### src/rtl/irq_pkg.sv
package irq_pkg;
  localparam int ADDR_W = 3;

  localparam logic [ADDR_W-1:0] A_MASK_LO = 3'd0;
  localparam logic [ADDR_W-1:0] A_MASK_HI = 3'd1;
  localparam logic [ADDR_W-1:0] A_STAT_LO = 3'd2;
  localparam logic [ADDR_W-1:0] A_STAT_HI = 3'd3;
  localparam logic [ADDR_W-1:0] A_ACK_LO  = 3'd4;
  localparam logic [ADDR_W-1:0] A_ACK_HI  = 3'd5;
endpackage

### src/rtl/irq_btn_edge.sv
module irq_btn_edge #(
  parameter int SYNC_STAGES = 2
) (
  input  logic clk,
  input  logic rst,
  input  logic btn_async,
  output logic btn_rise
);
  logic [SYNC_STAGES-1:0] sync_q;
  logic                   prev_q;

  genvar g;
  generate
    for (g = 0; g < SYNC_STAGES; g++) begin : g_sync
      always_ff @(posedge clk) begin
        if (rst) begin
          sync_q[g] <= 1'b0;
        end else begin
          if (g == 0) sync_q[g] <= btn_async;
          else        sync_q[g] <= sync_q[(g == 0) ? 0 : g-1];
        end
      end
    end
  endgenerate

  always_ff @(posedge clk) begin
    if (rst) prev_q <= 1'b0;
    else     prev_q <= sync_q[SYNC_STAGES-1];
  end

  assign btn_rise = sync_q[SYNC_STAGES-1] & ~prev_q;
endmodule

### src/rtl/irq_status_bank.sv
module irq_status_bank
  import irq_pkg::*;
#(
  parameter int NUM_SRC = 12,
  parameter int DATA_W  = 8
) (
  input  logic               clk,
  input  logic               rst,
  input  logic [NUM_SRC-1:0] set_vec,
  input  logic               we,
  input  logic [ADDR_W-1:0]  addr,
  input  logic [DATA_W-1:0]  wdata,
  output logic [NUM_SRC-1:0] status_q,
  output logic [NUM_SRC-1:0] mask_q,
  output logic               irq_q
);
  localparam int LO_W = DATA_W;
  localparam int HI_W = NUM_SRC - DATA_W;

  logic [NUM_SRC-1:0] mask_n;
  logic [NUM_SRC-1:0] clr_vec;
  logic [NUM_SRC-1:0] status_n;

  always_comb begin
    mask_n  = mask_q;
    clr_vec = '0;
    if (we) begin
      unique case (addr)
        A_MASK_LO: mask_n[LO_W-1:0]          = wdata;
        A_MASK_HI: mask_n[NUM_SRC-1:LO_W]    = wdata[HI_W-1:0];
        A_ACK_LO:  clr_vec[LO_W-1:0]         = wdata;
        A_ACK_HI:  clr_vec[NUM_SRC-1:LO_W]   = wdata[HI_W-1:0];
        default: ;
      endcase
    end
    // a fresh event outranks a simultaneous acknowledge
    status_n = (status_q & ~clr_vec) | set_vec;
  end

  always_ff @(posedge clk) begin
    if (rst) begin
      mask_q   <= '1;
      status_q <= '0;
      irq_q    <= 1'b0;
    end else begin
      mask_q   <= mask_n;
      status_q <= status_n;
      irq_q    <= |(status_n & ~mask_n);
    end
  end
endmodule

### src/rtl/irq_read_port.sv
module irq_read_port
  import irq_pkg::*;
#(
  parameter int NUM_SRC = 12,
  parameter int DATA_W  = 8
) (
  input  logic               clk,
  input  logic               rst,
  input  logic               re,
  input  logic [ADDR_W-1:0]  addr,
  input  logic [NUM_SRC-1:0] status_q,
  input  logic [NUM_SRC-1:0] mask_q,
  output logic [DATA_W-1:0]  rdata
);
  localparam int LO_W = DATA_W;
  localparam int HI_W = NUM_SRC - DATA_W;

  logic [DATA_W-1:0] mask_hi_ext;
  logic [DATA_W-1:0] stat_hi_ext;
  logic [DATA_W-1:0] rd_mux;

  always_comb begin
    mask_hi_ext = '0;
    stat_hi_ext = '0;
    mask_hi_ext[HI_W-1:0] = mask_q[NUM_SRC-1:LO_W];
    stat_hi_ext[HI_W-1:0] = status_q[NUM_SRC-1:LO_W];
    unique case (addr)
      A_MASK_LO: rd_mux = mask_q[LO_W-1:0];
      A_MASK_HI: rd_mux = mask_hi_ext;
      A_STAT_LO: rd_mux = status_q[LO_W-1:0];
      A_STAT_HI: rd_mux = stat_hi_ext;
      default:   rd_mux = '0;
    endcase
  end

  always_ff @(posedge clk) begin
    if (rst)     rdata <= '0;
    else if (re) rdata <= rd_mux;
  end
endmodule

### src/rtl/irq_status_ctrl.sv
module irq_status_ctrl
  import irq_pkg::*;
#(
  parameter int NUM_SRC     = 12,
  parameter int DATA_W      = 8,
  parameter int SYNC_STAGES = 2
) (
  input  logic               clk,
  input  logic               rst,
  input  logic [NUM_SRC-2:0] evt_pulse,
  input  logic               btn_level,
  input  logic [ADDR_W-1:0]  bus_addr,
  input  logic [DATA_W-1:0]  bus_wdata,
  input  logic               bus_we,
  input  logic               bus_re,
  output logic [DATA_W-1:0]  bus_rdata,
  output logic               irq_o
);
  logic               btn_rise;
  logic [NUM_SRC-1:0] set_vec;
  logic [NUM_SRC-1:0] status_q;
  logic [NUM_SRC-1:0] mask_q;

  irq_btn_edge #(.SYNC_STAGES(SYNC_STAGES)) u_btn (
    .clk       (clk),
    .rst       (rst),
    .btn_async (btn_level),
    .btn_rise  (btn_rise)
  );

  assign set_vec = {btn_rise, evt_pulse};

  irq_status_bank #(.NUM_SRC(NUM_SRC), .DATA_W(DATA_W)) u_bank (
    .clk      (clk),
    .rst      (rst),
    .set_vec  (set_vec),
    .we       (bus_we),
    .addr     (bus_addr),
    .wdata    (bus_wdata),
    .status_q (status_q),
    .mask_q   (mask_q),
    .irq_q    (irq_o)
  );

  irq_read_port #(.NUM_SRC(NUM_SRC), .DATA_W(DATA_W)) u_rd (
    .clk      (clk),
    .rst      (rst),
    .re       (bus_re),
    .addr     (bus_addr),
    .status_q (status_q),
    .mask_q   (mask_q),
    .rdata    (bus_rdata)
  );
endmodule

### config.mk
export PLATFORM = sky130hd
export DESIGN_NAME = irq_status_ctrl
export DESIGN_NICKNAME = d
export VERILOG_FILES = /design/src/rtl/irq_pkg.sv /design/src/rtl/irq_btn_edge.sv /design/src/rtl/irq_status_bank.sv /design/src/rtl/irq_read_port.sv /design/src/rtl/irq_status_ctrl.sv
export SDC_FILE = /design/constraint.sdc
export NUM_CORES = 1
export LEC_CHECK = 0
export ABC_CLOCK_PERIOD_IN_PS = 1600
export BUFFER_PORTS_ARGS = -buffer_cell sky130_fd_sc_hd__buf_2
export CAP_MARGIN = 10
export CORE_ASPECT_RATIO = 0.9
export CORE_UTILIZATION = 30
export CTS_CLUSTER_SIZE = 28
export DETAILED_ROUTE_END_ITERATION = 12
export PLACE_DENSITY = 0.55
export SLEW_MARGIN = 20
export SYNTH_ARGS = -nofsm -noshare
export SYNTH_HDL_FRONTEND = slang
export SYNTH_SLANG_ARGS = --single-unit
### constraint.sdc
create_clock -name clk -period 1.6 [get_ports clk]
set_input_delay 0.32 -clock clk [delete_from_list [all_inputs] [get_ports clk]]
set_output_delay 0.32 -clock clk [all_outputs]
set_load 0.02 [all_outputs]
## Yosys cells after proc, flatten, opt, wreduce, memory -nomap -nowiden

Index checks and enable logic that the tools add are counted.

- Add/sub/neg operators: 0
- Order comparisons: 0
- Equal/unequal tests: 5
- Div/mod/pow operators: 0
- Multiplexer cells: 7
- Bitwise operators: 7
- Multiply operators: 0
- Shift-type cells: 0
- Reduce and logical (&&, ||, !) cells: 2

Operators with widths:

| operator | count |
|---|---|
| $pmux 8 s4 | 1 |
| $and 12x12->12 | 2 |
| $mux 12 | 2 |
| $not 12->12 | 2 |
| $mux 8 | 2 |
| $or 12x12->12 | 1 |
| $reduce_or 12->1 | 1 |
| $mux 4 | 2 |
| $eq 3x2->1 const B | 2 |
| $eq 3x3->1 const B | 2 |
| $eq 3x1->1 const B | 1 |
| $logic_not 3->1 | 1 |
| $and 1x1->1 | 1 |
| $not 1->1 | 1 |

- ROM bits: 0
- Output and inout port bits: 9
- Bits of input ports: 27
- Bits in writable memories: 0
- Word-level logic and storage cells: 28
- Flip-flop bits (word level): 36
- Latch bits: 0
- Memories: 0

## Depth between registers and ports, before layout

- Word-level depth: 8
- Mapped depth: 7
- Mapped depth without buffers: 5

## Cells and area by module

Synthesis repeated with hierarchy kept, for this count alone.

- Cell total of the unflattened synthesis: 207
- Area total of the unflattened synthesis: 1767.9 um^2

Modules (own cells, without submodules):

| module | cells an instance | area each (um^2) | instances |
|---|---|---|---|
| irq_status_bank | 150 | 1174.9 | 1 |
| irq_read_port | 50 | 505.5 | 1 |
| irq_btn_edge | 7 | 87.6 | 1 |

## Least setup slack after synthesis

OpenSTA, ideal clock, no wires.

- Path type: input to register
- Start: in bus_addr[0]
- End: reg u_bank.irq_q
- Stages: 6
- Slack: -0.048 ns
- Arrival time: 1.510 ns
- Cell sequence: buf_2 nor3b_4 a31oi_1 a22o_1 nor4_2 a41oi_1

- Cells in the longest elaborated chain, start to end: 8
- Elaborated cells between the ends (all ways): 16
- Those cells by class: 3 x eq/ne; 6 x mux; 5 x bitwise; 2 x reduce/logical

RTL lines:

| item | line | text |
|---|---|---|
| from (decl) | irq_status_ctrl.sv:12 | `input logic [ADDR_W-1:0] bus_addr,` |
| $eq 3x3->1 | irq_status_bank.sv:28 | `unique case (addr)` |
| $mux 8 / $mux 4 (equally long branches) | irq_status_bank.sv:28 |  |
| $mux 12 | irq_status_bank.sv:27 | `if (we) begin` |
| $not 12->12 | irq_status_bank.sv:37 | `status_n = (status_q & ~clr_vec) \| set_vec;` |
| $and 12x12->12 | irq_status_bank.sv:37 |  |
| $or 12x12->12 | irq_status_bank.sv:37 |  |
| $and 12x12->12 * | irq_status_bank.sv:48 | `irq_q <= \|(status_n & ~mask_n);` |
| $reduce_or 12->1 * | irq_status_bank.sv:48 |  |
| to (signal assigned) | irq_status_bank.sv:48 |  |
| to (decl) | irq_status_bank.sv:15 | `output logic irq_q` |

Mark *: on every way between the ends. The rest lies on a longest branch, timed or not.
A chain may end at the register's enable or synchronous reset.

## Worst setup path in the final report

- Start: in bus_addr[1]
- End: reg u_bank.irq_q

The elaborated chain is that of the path after synthesis.

==> results.cfg <==
[synthesis]
synth-edff-count = 0
synth-simple-area-share_pct = 29.09
synthMuxAreaShare_pct = 7.934
synthAdderAreaFrac_pct = 0
yosys_warnings = 0
yosysSeqAreaShare_pct = 41.17
synthTopCellsByArea = dfxtp_1 41%, a21oi_1 8.9%, nand2_1 8.4%
yosysTopAreaCellShare_pct = 41.17
post_synth.cell_area_avg_um2 = 8.257
ys_types = 32
synth_top_family_by_area = simple AND/OR/NAND/NOR gates
async_reset_ff_share_pct = 0
synthesis.area_um2 = 1750
synthCells = 212
synth_xor_area_share_pct = 0
synthesis.nets = 239
ys_seq_elements = 36
synth_compound_area_share_pct = 17.51
yosysMostFrequentCell = nand2_1
synth_commonest_cells = 39 x nand2_1, 36 x dfxtp_1, 31 x a21oi_1
yosysTopAreaCell = dfxtp_1
ys.flop_type = dfxtp_1

[placed_design]
portBuffers = 35
pre_cts_ws_ns = -0.1822
dp.cells = 324
gp_congestion = 0.8089
dp_hpwl_mm = 3.377
place_area_um2 = 2092

[layout]
nets = 288
post-route-cell-area_um2 = 2170
drive_gt1_share_pct = 26.44
final_cells = 331
num_antenna_cells = 0
fill_cells = 638
syn2layout_area_growth_pct = 23.95
seqCellArea_um2 = 720.7
multi_input_area_um2 = 954.7

[pwr]
p_sw_share_pct = 26.80
pwr_density_cell_nw_per_um2 = 873.2
peakVddDrop_mv = 0.4237
combPwrFrac_pct = 16.6
pwr-share-seq_pct = 51.2
p_leak_uw = 0.0009613
p_switching_uw = 507.7
internal-power_uw = 1387
clockPowerShare_pct = 32.1

[route]
viasPerCell = 4.822
vias = 1596
drt_wl_total_mm = 4.507
wl_per_cell_um = 13.62
drtIter0Drc = 71
drcViolationCount = 0
detail-route-antenna-nets = 0
first_pass_iters = 4

[global_routing]
grt.total_usage_pct = 16.35
grt_pass1_vias = 1514
overflow = 0
grt_pass1_wl_mm = 7.300
grt_max_degree = 37
antenna_found_initial = 0

[clock_network]
clock_sinks = 36
cts.repair.resized = 0
ctsHoldBuffers = 0
insertion_delay_ns = 0.29
post_cts_buffers = 0
path_clk_slew_ns = 0.07
clockBufferDepth = 2
clockRootBuffer = clkbuf_8
htreeDepth = 2
cts-buffers-inserted = 5
cts_tree = yes

[worst_setup_path]
cp.required_ns = 1.81
arrival_ns = 1.67
worstSetupStartpointType = primary input
cp-end-kind = flip-flop
crit_fanout = 7
crit_type = in2reg

[floorplan]
dieWidth_um = 82.52
start_util_pct = 30.92
die_y_um = 74.47
dieArea_um2 = 6144
fp.coreArea_um2 = 5660
rows = 26
ios = 36

[sta]
setup_tns_ns = 0
worst_slack_ns = 0.1424
setup_viol = 0
fin_crit_sh_pct = 91.10
fin_skew_ns = 0.006170
drv_slew = 0
tightest_slew_ns = 0.3918
hold_violations = 0
slew_headroom_pct = 73.88
hold_slack_ns = 0.2416
min_period_ns = 1.458
rsz0062_at_grt = false
max_freq_ghz = 0.6861

[flow_run]
timing.max_cap.violations = 0

[min_path]
hold_path.class = in2reg

[run_status]
outcome = complete, no violations
## path summary, 6_finish.rpt
kind,startpoint,endpoint,slack (ns),cells past startpoint
worst max-delay path,bus_addr[1],u_bank.irq_q,0.14,6
worst min-delay path,btn_level,u_btn.sync_q[0],0.24,2
worst max register to register,u_bank.status_q[6],u_bank.irq_q,0.36,5
worst min register to register,u_btn.sync_q[0],u_btn.sync_q[1],0.45,1
## flip-flops by register name (all words and copies together), names as in the netlist
name,count
u_bank.mask_q,12
u_bank.status_q,12
u_rd.rdata,8
u_btn.sync_q,2
u_bank.irq_q,1
u_btn.prev_q,1
## cells in the final DEF, fill, tap and decap left out, types with 2 or more instances in the layout
cell type,synthesis,layout
a211o_1,2,2
a21oi_1,31,31
a22o_1,3,3
a31oi_1,9,9
buf_2,6,35
buf_4,0,20
clkbuf_8,0,5
dfxtp_1,36,36
mux2_2,3,3
mux4_1,4,4
nand2_1,39,39
nand2b_1,3,3
nand3_1,5,5
nand3b_1,3,3
nor2_1,29,29
nor2b_1,15,15
o21ai_0,2,2
o2bb2ai_1,2,2
## layer usage
metal	global-route usage, %	vias to the layer above	wire length [µm]
li1	-	836	-
met1	22.71	717	2303
met2	24.70	34	1923
met3	3.558	9	212
met4	6.322	0	68
met5	0	-	0
## logic make-up after synthesis
group | count (synthesis)
buffers and inverters | 14
AND/OR/NAND/NOR | 103
multiplexers | 7
flip-flops | 36
AO/OA/AOI/OAI | 52
## final cells by class
cell class / count / share of cell area, %
clock inverter: 1 / 0.2307
sequential: 36 / 33.22
multi-input combinational: 162 / 44.00
clock buffer: 6 / 3.345
inverter: 1 / 0.1730
tap: 70 / 4.037
timing repair buffer: 55 / 14.99
## power by group through the flow
stage	clock, µW	sequential, µW	combinational (µW)
6_report	609	971	315
3_5_place_dp	0	992	317
3_3_place_gp	0	991	315
5_1_grt	672	977	354
2_1_floorplan	0	998	176
4_1_cts	633	971	319
## worst max-delay path: stages
cell	delay, ns
buf_2	0.14
or4b_1	0.66
nand2_1	0.16
a22o_1	0.15
nor4_2	0.05
a41oi_1	0.19
## metrics by stage
| step | power [µW] | utilization [%] |
|---|---|---|
| 3_3_place_gp | 1307 | 36.96 |
| 5_1_grt | 2003 | 38.33 |
| 3_5_place_dp | 1308 | 36.96 |
| 6_report | 1895 | 38.33 |
| 2_1_floorplan | 1174 | - |
| 4_1_cts | 1922 | 38.33 |
No activity file was read; power rests on OpenSTA's default activity.
